<file path="src/rtl/vcp_pkg.sv">
package vcp_pkg;
  typedef enum logic [2:0] {
    CMP_EQ  = 3'b000,
    CMP_NE  = 3'b001,
    CMP_RS0 = 3'b010,
    CMP_RS1 = 3'b011,
    CMP_LT  = 3'b100,
    CMP_GE  = 3'b101,
    CMP_LTU = 3'b110,
    CMP_GEU = 3'b111
  } cmp_kind_e;
endpackage

</file>
<file path="src/rtl/vcp_issue.sv">
module vcp_issue #(
  parameter int REG_AW = 5,
  parameter int MASK_W = 32,
  parameter int LEN_W  = 6,
  parameter int IDX_W  = 5
) (
  input  logic              clk,
  input  logic              rst,
  input  logic              start,
  input  logic [2:0]        cmp_op,
  input  logic [REG_AW-1:0] src1_base,
  input  logic [REG_AW-1:0] src2_base,
  input  logic [LEN_W-1:0]  src1_len,
  input  logic [LEN_W-1:0]  src2_len,
  input  logic [LEN_W-1:0]  vec_len,
  input  logic [REG_AW-1:0] dest_reg,
  input  logic              fin_now,
  output logic              busy,
  output logic              iss_vld,
  output logic [IDX_W-1:0]  iss_idx,
  output logic              iss_last,
  output logic              zero_req,
  output logic [REG_AW-1:0] addr1,
  output logic [REG_AW-1:0] addr2,
  output logic [2:0]        op_q,
  output logic [REG_AW-1:0] dest_q,
  output logic              vec_q
);
  localparam logic [LEN_W-1:0] LEN_ONE = LEN_W'(1);
  localparam logic [LEN_W-1:0] LEN_MAX = LEN_W'(MASK_W);

  logic              run_q;
  logic              s1_q, s2_q;
  logic [REG_AW-1:0] b1_q, b2_q;
  logic [LEN_W-1:0]  cnt_q, n_q;
  logic              s1_in, s2_in, vec_in;
  logic [LEN_W-1:0]  n_in;

  always_comb begin
    s1_in  = src1_len > LEN_ONE;
    s2_in  = src2_len > LEN_ONE;
    vec_in = s1_in | s2_in;
    if (!vec_in)                n_in = LEN_ONE;
    else if (vec_len > LEN_MAX) n_in = LEN_MAX;
    else                        n_in = vec_len;
  end

  always_ff @(posedge clk) begin
    if (rst) begin
      busy     <= 1'b0;
      run_q    <= 1'b0;
      iss_vld  <= 1'b0;
      iss_idx  <= '0;
      iss_last <= 1'b0;
      zero_req <= 1'b0;
      addr1    <= '0;
      addr2    <= '0;
      op_q     <= '0;
      dest_q   <= '0;
      vec_q    <= 1'b0;
      s1_q     <= 1'b0;
      s2_q     <= 1'b0;
      b1_q     <= '0;
      b2_q     <= '0;
      cnt_q    <= '0;
      n_q      <= '0;
    end else begin
      iss_vld  <= 1'b0;
      zero_req <= 1'b0;
      if (start && !busy) begin
        busy   <= 1'b1;
        op_q   <= cmp_op;
        dest_q <= dest_reg;
        vec_q  <= vec_in;
        s1_q   <= s1_in;
        s2_q   <= s2_in;
        b1_q   <= src1_base;
        b2_q   <= src2_base;
        n_q    <= n_in;
        addr1  <= src1_base;
        addr2  <= src2_base;
        cnt_q  <= LEN_ONE;
        run_q  <= n_in > LEN_ONE;
        if (n_in == '0) begin
          zero_req <= 1'b1;
        end else begin
          iss_vld  <= 1'b1;
          iss_idx  <= '0;
          iss_last <= n_in == LEN_ONE;
        end
      end else if (busy) begin
        if (fin_now) busy <= 1'b0;
        if (run_q) begin
          iss_vld  <= 1'b1;
          iss_idx  <= cnt_q[IDX_W-1:0];
          iss_last <= cnt_q == n_q - LEN_ONE;
          addr1    <= b1_q + (s1_q ? REG_AW'(cnt_q) : '0);
          addr2    <= b2_q + (s2_q ? REG_AW'(cnt_q) : '0);
          cnt_q    <= cnt_q + LEN_ONE;
          run_q    <= cnt_q != n_q - LEN_ONE;
        end
      end
    end
  end
endmodule

</file>
<file path="src/rtl/vcp_cmp.sv">
module vcp_cmp
  import vcp_pkg::*;
#(
  parameter int DATA_W = 32
) (
  input  logic [2:0]        op,
  input  logic [DATA_W-1:0] a,
  input  logic [DATA_W-1:0] b,
  output logic              hit
);
  always_comb begin
    case (cmp_kind_e'(op))
      CMP_EQ:  hit = a == b;
      CMP_NE:  hit = a != b;
      CMP_LT:  hit = $signed(a) <  $signed(b);
      CMP_GE:  hit = $signed(a) >= $signed(b);
      CMP_LTU: hit = a <  b;
      CMP_GEU: hit = a >= b;
      default: hit = 1'b0;
    endcase
  end
endmodule

</file>
<file path="src/rtl/vcp_acc.sv">
module vcp_acc #(
  parameter int MASK_W = 32,
  parameter int REG_AW = 5,
  parameter int IDX_W  = 5
) (
  input  logic              clk,
  input  logic              rst,
  input  logic              iss_vld,
  input  logic [IDX_W-1:0]  iss_idx,
  input  logic              iss_last,
  input  logic              zero_req,
  input  logic              hit,
  input  logic              vec_q,
  input  logic [REG_AW-1:0] dest_q,
  output logic              fin_now,
  output logic              wr_en,
  output logic [REG_AW-1:0] wr_addr,
  output logic [MASK_W-1:0] wr_mask,
  output logic              br_valid,
  output logic              br_taken,
  output logic              done
);
  logic              dat_vld, dat_last;
  logic [IDX_W-1:0]  dat_idx;
  logic [MASK_W-1:0] mask_q, mask_nx;
  logic              first;

  assign first   = dat_vld && (dat_idx == '0);
  assign fin_now = (dat_vld && dat_last) || zero_req;

  for (genvar g = 0; g < MASK_W; g++) begin : g_bit
    always_comb begin
      if (dat_vld && dat_idx == IDX_W'(g)) mask_nx[g] = hit;
      else if (first)                      mask_nx[g] = 1'b0;
      else                                 mask_nx[g] = mask_q[g];
    end
  end

  always_ff @(posedge clk) begin
    if (rst) begin
      dat_vld  <= 1'b0;
      dat_last <= 1'b0;
      dat_idx  <= '0;
      mask_q   <= '0;
      wr_en    <= 1'b0;
      wr_addr  <= '0;
      wr_mask  <= '0;
      br_valid <= 1'b0;
      br_taken <= 1'b0;
      done     <= 1'b0;
    end else begin
      dat_vld  <= iss_vld;
      dat_last <= iss_last;
      dat_idx  <= iss_idx;
      mask_q   <= mask_nx;
      done     <= fin_now;
      wr_en    <= fin_now && vec_q;
      br_valid <= fin_now && !vec_q;
      if (fin_now) begin
        if (vec_q) begin
          wr_addr <= dest_q;
          wr_mask <= zero_req ? '0 : mask_nx;
        end else begin
          br_taken <= hit;
        end
      end
    end
  end
endmodule

</file>
<file path="src/rtl/vcmp_pred_gen.sv">
module vcmp_pred_gen #(
  parameter int DATA_W = 32,
  parameter int REG_AW = 5,
  localparam int MASK_W = DATA_W,
  localparam int LEN_W  = $clog2(MASK_W + 1),
  localparam int IDX_W  = $clog2(MASK_W)
) (
  input  logic              clk,
  input  logic              rst,
  input  logic              start,
  input  logic [2:0]        cmp_op,
  input  logic [REG_AW-1:0] src1_base,
  input  logic [REG_AW-1:0] src2_base,
  input  logic [LEN_W-1:0]  src1_len,
  input  logic [LEN_W-1:0]  src2_len,
  input  logic [LEN_W-1:0]  vec_len,
  input  logic [REG_AW-1:0] dest_reg,
  output logic [REG_AW-1:0] rd_addr1,
  output logic [REG_AW-1:0] rd_addr2,
  input  logic [DATA_W-1:0] rd_data1,
  input  logic [DATA_W-1:0] rd_data2,
  output logic              wr_en,
  output logic [REG_AW-1:0] wr_addr,
  output logic [DATA_W-1:0] wr_mask,
  output logic              br_valid,
  output logic              br_taken,
  output logic              done,
  output logic              busy
);
  logic              fin_now, iss_vld, iss_last, zero_req, vec_q, hit;
  logic [IDX_W-1:0]  iss_idx;
  logic [2:0]        op_q;
  logic [REG_AW-1:0] dest_q;

  vcp_issue #(.REG_AW(REG_AW), .MASK_W(MASK_W), .LEN_W(LEN_W), .IDX_W(IDX_W)) u_issue (
    .clk(clk), .rst(rst), .start(start), .cmp_op(cmp_op),
    .src1_base(src1_base), .src2_base(src2_base),
    .src1_len(src1_len), .src2_len(src2_len), .vec_len(vec_len),
    .dest_reg(dest_reg), .fin_now(fin_now), .busy(busy),
    .iss_vld(iss_vld), .iss_idx(iss_idx), .iss_last(iss_last),
    .zero_req(zero_req), .addr1(rd_addr1), .addr2(rd_addr2),
    .op_q(op_q), .dest_q(dest_q), .vec_q(vec_q)
  );

  vcp_cmp #(.DATA_W(DATA_W)) u_cmp (
    .op(op_q), .a(rd_data1), .b(rd_data2), .hit(hit)
  );

  vcp_acc #(.MASK_W(MASK_W), .REG_AW(REG_AW), .IDX_W(IDX_W)) u_acc (
    .clk(clk), .rst(rst), .iss_vld(iss_vld), .iss_idx(iss_idx),
    .iss_last(iss_last), .zero_req(zero_req), .hit(hit),
    .vec_q(vec_q), .dest_q(dest_q), .fin_now(fin_now),
    .wr_en(wr_en), .wr_addr(wr_addr), .wr_mask(wr_mask),
    .br_valid(br_valid), .br_taken(br_taken), .done(done)
  );
endmodule

</file>
<file path="config.mk">
export PLATFORM = sky130hd
export DESIGN_NAME = vcmp_pred_gen
export DESIGN_NICKNAME = d
export VERILOG_FILES = /design/src/rtl/vcp_pkg.sv /design/src/rtl/vcp_issue.sv /design/src/rtl/vcp_cmp.sv /design/src/rtl/vcp_acc.sv /design/src/rtl/vcmp_pred_gen.sv
export SDC_FILE = /design/constraint.sdc
export NUM_CORES = 1
export LEC_CHECK = 0
export BUFFER_PORTS_ARGS = -buffer_cell sky130_fd_sc_hd__buf_2
export CORE_UTILIZATION = 30
export CTS_BUF_LIST = sky130_fd_sc_hd__clkbuf_4 sky130_fd_sc_hd__clkbuf_8
export CTS_CLUSTER_DIAMETER = 200
export DETAILED_ROUTE_END_ITERATION = 10
export SYNTH_ARGS = -nofsm -noshare
export SYNTH_HDL_FRONTEND = slang
export SYNTH_SLANG_ARGS = --single-unit
export TNS_END_PERCENT = 5
</file>
<file path="constraint.sdc">
create_clock -name clk -period 2.9 [get_ports clk]
set_clock_uncertainty 0.2 [all_clocks]
set_input_delay 0.145 -clock clk [delete_from_list [all_inputs] [get_ports clk]]
set_output_delay 0.145 -clock clk [all_outputs]
set_load 0.02 [all_outputs]
</file>
; After elaboration in Yosys (flattened, before gate mapping)
; Index checks and enable logic that the tools add are counted.
[word_totals]
in_bits = 103
word_cells = 233
regBits = 133
[op_classes]
bitwise = 3
magnitude_cmp = 8
n_reduce_logical = 51
n_mux = 97
eq_ne = 42
addsub = 4
[op_table]
columns = cell, n
row1 = $mux W1, 81
row2 = $eq A5 B5 Y1 const B, 16
row3 = $ge A32 B32 Y1, 2
row4 = $lt A32 B32 Y1, 2
row5 = $mux W5, 12
row6 = $eq A5 B4 Y1 const B, 8
row7 = $logic_and A1 B1 Y1, 36
row8 = $eq A32 B32 Y1, 1
row9 = $mux W32, 1
row10 = $ne A32 B32 Y1, 1
row11 = $eq A5 B3 Y1 const B, 4
row12 = $gt A6 B1 Y1 const B, 3
row13 = $eq A3 B3 Y1 const B, 4
row14 = $mux W6, 2
row15 = $add A5 B5 Y5, 2
row16 = $eq A5 B2 Y1 const B, 2
row17 = $reduce_and A2 Y1, 4
row18 = $add A6 B1 Y6 const B, 1
row19 = $eq A6 B1 Y1 const B, 1
row20 = $eq A6 B6 Y1, 1
row21 = $gt A6 B6 Y1 const B, 1
row22 = $logic_not A6 Y1, 1
row23 = $ne A6 B6 Y1, 1
row24 = $pmux W1 S6, 1
row25 = 13 further kinds, 17

; Logic depth before layout (Yosys ltp)
[depth]
ltp_word = 6
depth_mapped = 12
ltp_nobuf = 11

; By module
; Synthesis repeated with hierarchy kept, for this count alone.
[hier_totals]
hier_cells = 814
hier_area_um2 = 6762.7
[by_module_without_submodules]
columns = module, n_inst, cells_per_inst, seq_area_each_um2, area_per_inst_um2
row1 = vcp_acc, 1, 383, 1601.5, 3331.9
row2 = vcp_issue, 1, 303, 1061.0, 2507.4
row3 = vcp_cmp, 1, 128, 0.0, 923.4

; Worst setup path before layout
; No wires, ideal clock.
[synth_timing]
path_type = input to register
from = in rd_data2[30]
to = reg u_acc.wr_mask[27]
path_buffers = 1
t_arrival_ns = 2.215
setup_ns = 0.070
path_stages = 12
path_slack_ns = 0.415
t_required_ns = 2.630
path_cell_list = inv_1 > ha_1 > a21oi_1 > nand2_1 > a221oi_1 > nand3_1 > a21o_2 > mux2i_1 > o31ai_4 > buf_6 > a32oi_2 > o21ai_1
[synth_between]
elab_chain_cells = 4
[synth_rtl]
columns = element, line
row1 = "start, declared", vcmp_pred_gen.sv:21  ; input logic [DATA_W-1:0] rd_data2,
row2 = "$ge A32 B32 Y1, or another cell as far along", vcp_cmp.sv:18  ; CMP_GEU: hit = a >= b;
row3 = $pmux W1 S6 (*), vcp_cmp.sv:12  ; case (cmp_kind_e'(op))
row4 = $mux W1 (*), vcp_acc.sv:33  ; if (dat_vld && dat_idx == IDX_W'(g)) mask_nx[g] = hit;
row5 = $mux W32 (*), vcp_acc.sv:62  ; wr_mask <= zero_req ? '0 : mask_nx;
row6 = "end signal, assigned", vcp_acc.sv:62
row7 = "end, declared", vcp_acc.sv:18  ; output logic [MASK_W-1:0] wr_mask,
; Mark *: on every way between the ends. The rest lies on a longest branch, timed or not.
; A chain may end at the register's enable or synchronous reset.

; Worst setup path after layout
[layout_timing]
from = in src1_len[4]
to = reg u_issue.n_q[3]
[layout_between]
elab_chain_cells = 3
[layout_rtl]
columns = element, line
row1 = "start, declared", vcmp_pred_gen.sv:14  ; input logic [LEN_W-1:0] src1_len,
row2 = $gt A6 B1 Y1, vcp_issue.sv:40  ; s1_in = src1_len > LEN_ONE;
row3 = $or A1 B1 Y1, vcp_issue.sv:42  ; vec_in = s1_in | s2_in;
row4 = $mux W6, vcp_issue.sv:43  ; if (!vec_in) n_in = LEN_ONE;
row5 = "end signal, assigned", vcp_issue.sv:79  ; n_q <= n_in;
row6 = "end, declared", vcp_issue.sv:35  ; logic [LEN_W-1:0] cnt_q, n_q;
; No other way between the ends.

==> results.toml <==
[status]
status = "finished clean"

[drt]
wl_met2_um = 7300
wl_met3_um = 745
vias = 5892
antenna_left = 0
drc = 0
drt_iter0_drc = 247
dr.max_layer_used = "met4"
drt_pass1_iterations = 5
wirelength_met1_um = 7390
routed_wl_um = 15700
routedWlPerCell_um = 12.4
vias_per_cell = 4.66

[critical_path]
worstSetupEndpointType = "register"
cp_num_buf_inv = 4
cp_top_family = "buffers and inverters"
cp_max_fo = 4
criticalPathCategory = "input pin to register"
cp_data_required_time_ps = 3010
worst_path_max_delay_cell = "dlygate4sd3_1"
max_stage_delay_ps = 590
cp_data_arrival_time_ps = 2850
crit_path_start_kind = "input pin"
crit_top_cell = "dlygate4sd3_1"
cp_cell_sequence = "dlygate4sd3_1, buf_2, or4_1, dlygate4sd3_1, nor4_2, nor2_1, nand3_1, dlygate4sd3_1, a21oi_1"

[synthesis]
yosys_register_bits = 133
yosysSeqAreaShare = 0.416
synthTopCellsByArea = "dfxtp_1, nand2_1, ha_1"
synth_top_family_by_area = "simple AND/OR/NAND/NOR gates"
yosysWarnings = 0
yosysTopAreaCellShare = 0.416
synth_top_area_cell = "dfxtp_1"
async_flop_share = 0
synthAdderAreaFrac = 0.0883
synthXorXnorAreaFrac = 0.0287
ys_types = 47
synth_simple_gate_area_frac = 0.230
syn_area_per_cell_um2 = 8.10
synthMuxAreaShare = 0.0109
ys.flop_type = "dfxtp_1"
mappedNetlistArea_mm2 = 0.00641
postSynthCellCount = 791
synth_edf_count = 0
synth_fp_nets = 938
synth_compound_area_frac = 0.169

[sta]
tightest_slew_ps = 761
drv_slew = 0
tns_ps = 0
setup_viol = 0
period_share = 0.943
layout_min_cycle_time_ps = 2740
slew_headroom = 0.492
max_freq_ghz = 0.366
rsz0062_at_grt = "false"
hold_viol = 0

[cts]
cts_sinks = 133
clkTransAtPathRegs_ps = 80
cts_root_buf = "clkbuf_8"
post_cts_buffers = 0
cts_buffer_depth = 2
cts-buffers-inserted = 17
htree_levels = 4
cts_tree = "built"
clk_latency_ps = 450

[floorplan]
start_util = 0.306
core_area_mm2 = 0.0210
die-area_mm2 = 0.0219
rows = 53
fp.dieW_um = 148
die_h_um = 148
io_pins = 155

[placement]
place_congestion = 0.793
dp.cells = 1193
hpwl_um = 11000
io_buffers = 152

[worst_hold_path]
hp-class = "input pin to register"

[final_layout]
layout.cells.non_filler = 1265
nets = 1124
mostFrequentLayoutCell = "buf_2"
drive_gt1_frac = 0.228
fill_cells = 2171
antennaDiodeCount = 0
syn_to_final_growth_pct = 30.1
mostFrequentLayoutCells = "buf_2, nand2_1, dfxtp_1, nor2_1, a21oi_1"
multi_input_area_mm2 = 0.00338
seqCellArea_mm2 = 0.00266

[global_routing]
grt_pass1_vias = 5751
grt_overflow = 0
grt_max_degree = 52
grt_usage = 0.150
grt_pass1_wl_um = 26500
grt_antenna_before_repair = 0

[power]
peakVddDrop_uv = 281
p_leak_uw = 0.00367
p_total_uw = 4080
powerDensity_mw_per_mm2 = 490

[flow_run]
max_cap_violations = 0
[through the flow]
step | setup slack [ps] | instance area [um2] | hold WS [ps] | util
after CTS | 92.7 | 8330 | 61.3 | 0.397
after detailed placement | 20.3 | 7490 | 194 | 0.357
after global placement | 57.2 | 7490 | 190 | 0.357
after floorplan | 415 | 6410 | 27.8 | -
after global routing | 53.4 | 8340 | 102 | 0.398
final | 164 | 8340 | 89.4 | 0.398
[worst paths after layout]
kind | depth (start not counted) | slack, ps | startpoint | to
worst min-delay path | 5 | 90 | start | u_issue.n_q[2]
worst min register to register | 2 | 250 | u_acc.wr_mask[17] | u_acc.wr_mask[17]
worst max register to register | 9 | 700 | u_issue.op_q[0] | u_acc.wr_mask[15]
worst max-delay path | 9 | 160 | src1_len[4] | u_issue.n_q[3]
[where the power goes]
group | internal [uW] | switching, uW
registers | 1860 | 32.7
logic | 219 | 262
clock network | 937 | 768
[synth_stat cells (4+ instances only)]
| master | count |
|---|---|
| a211oi_1 | 4 |
| a21o_1 | 5 |
| a21oi_1 | 61 |
| a21oi_2 | 4 |
| a22o_1 | 5 |
| a32oi_1 | 19 |
| a32oi_2 | 5 |
| and2_1 | 9 |
| and3_1 | 8 |
| buf_1 | 4 |
| buf_2 | 5 |
| buf_6 | 4 |
| clkbuf_1 | 32 |
| dfxtp_1 | 133 |
| ha_1 | 42 |
| inv_1 | 44 |
| mux2i_1 | 7 |
| nand2_1 | 146 |
| nand2b_1 | 10 |
| nand3_1 | 12 |
| nand4_1 | 12 |
| nor2_1 | 98 |
| nor2b_1 | 12 |
| nor3_1 | 16 |
| o211ai_1 | 4 |
| o21ai_0 | 11 |
| o21ai_1 | 32 |
| xnor2_1 | 6 |
| xor2_1 | 15 |
[layer usage]
metal | vias to the layer above | GRT usage
li1 | 3063 | -
met2 | 141 | 0.253
met1 | 2662 | 0.186
met5 | - | 0
met3 | 26 | 0.0344
met4 | 0 | 0.0557
[cells by family after synthesis]
family,count (synthesis)
compound gates,163
xor+xnor,21
fa+ha+maj,44
buf+inv,89
flops,133
mux,7
simple gates,334
[worst reg2reg max path, stage by stage, from the launching register on]
cell	delay, ps
dfxtp_1	470
nand2_1	80
a21oi_1	140
nand4_1	100
a21oi_1	150
a211o_1	340
buf_4	250
nor2_1	60
a21oi_1	220
o21ai_1	90
[sequential cells by signal (all words and copies together) (netlist names), 3 cells and up]
signal and cells:
u_acc.mask_q 32, u_acc.wr_mask 32, u_issue.cnt_q 6, u_issue.n_q 6, u_acc.dat_idx 5, u_acc.wr_addr 5, u_issue.addr1 5, u_issue.addr2 5
u_issue.b1_q 5, u_issue.b2_q 5, u_issue.dest_q 5, u_issue.iss_idx 5, u_issue.op_q 3
[final cells by class]
type                       instances  share of cell area
multi-input combinational        569               0.406
clock buffer                      20              0.0330
tap                              275              0.0413
clock inverter                    12              0.0201
sequential                       133               0.319
inverter                          44              0.0198
timing repair buffer             212               0.160
[timing repair]
action,4_1_cts,5_1_grt
endpoints found under the hold margin,49,0
resized for setup,0,1
setup endpoints to repair,0,4
hold buffers,40,0
(Power assumes the default switching activity.)
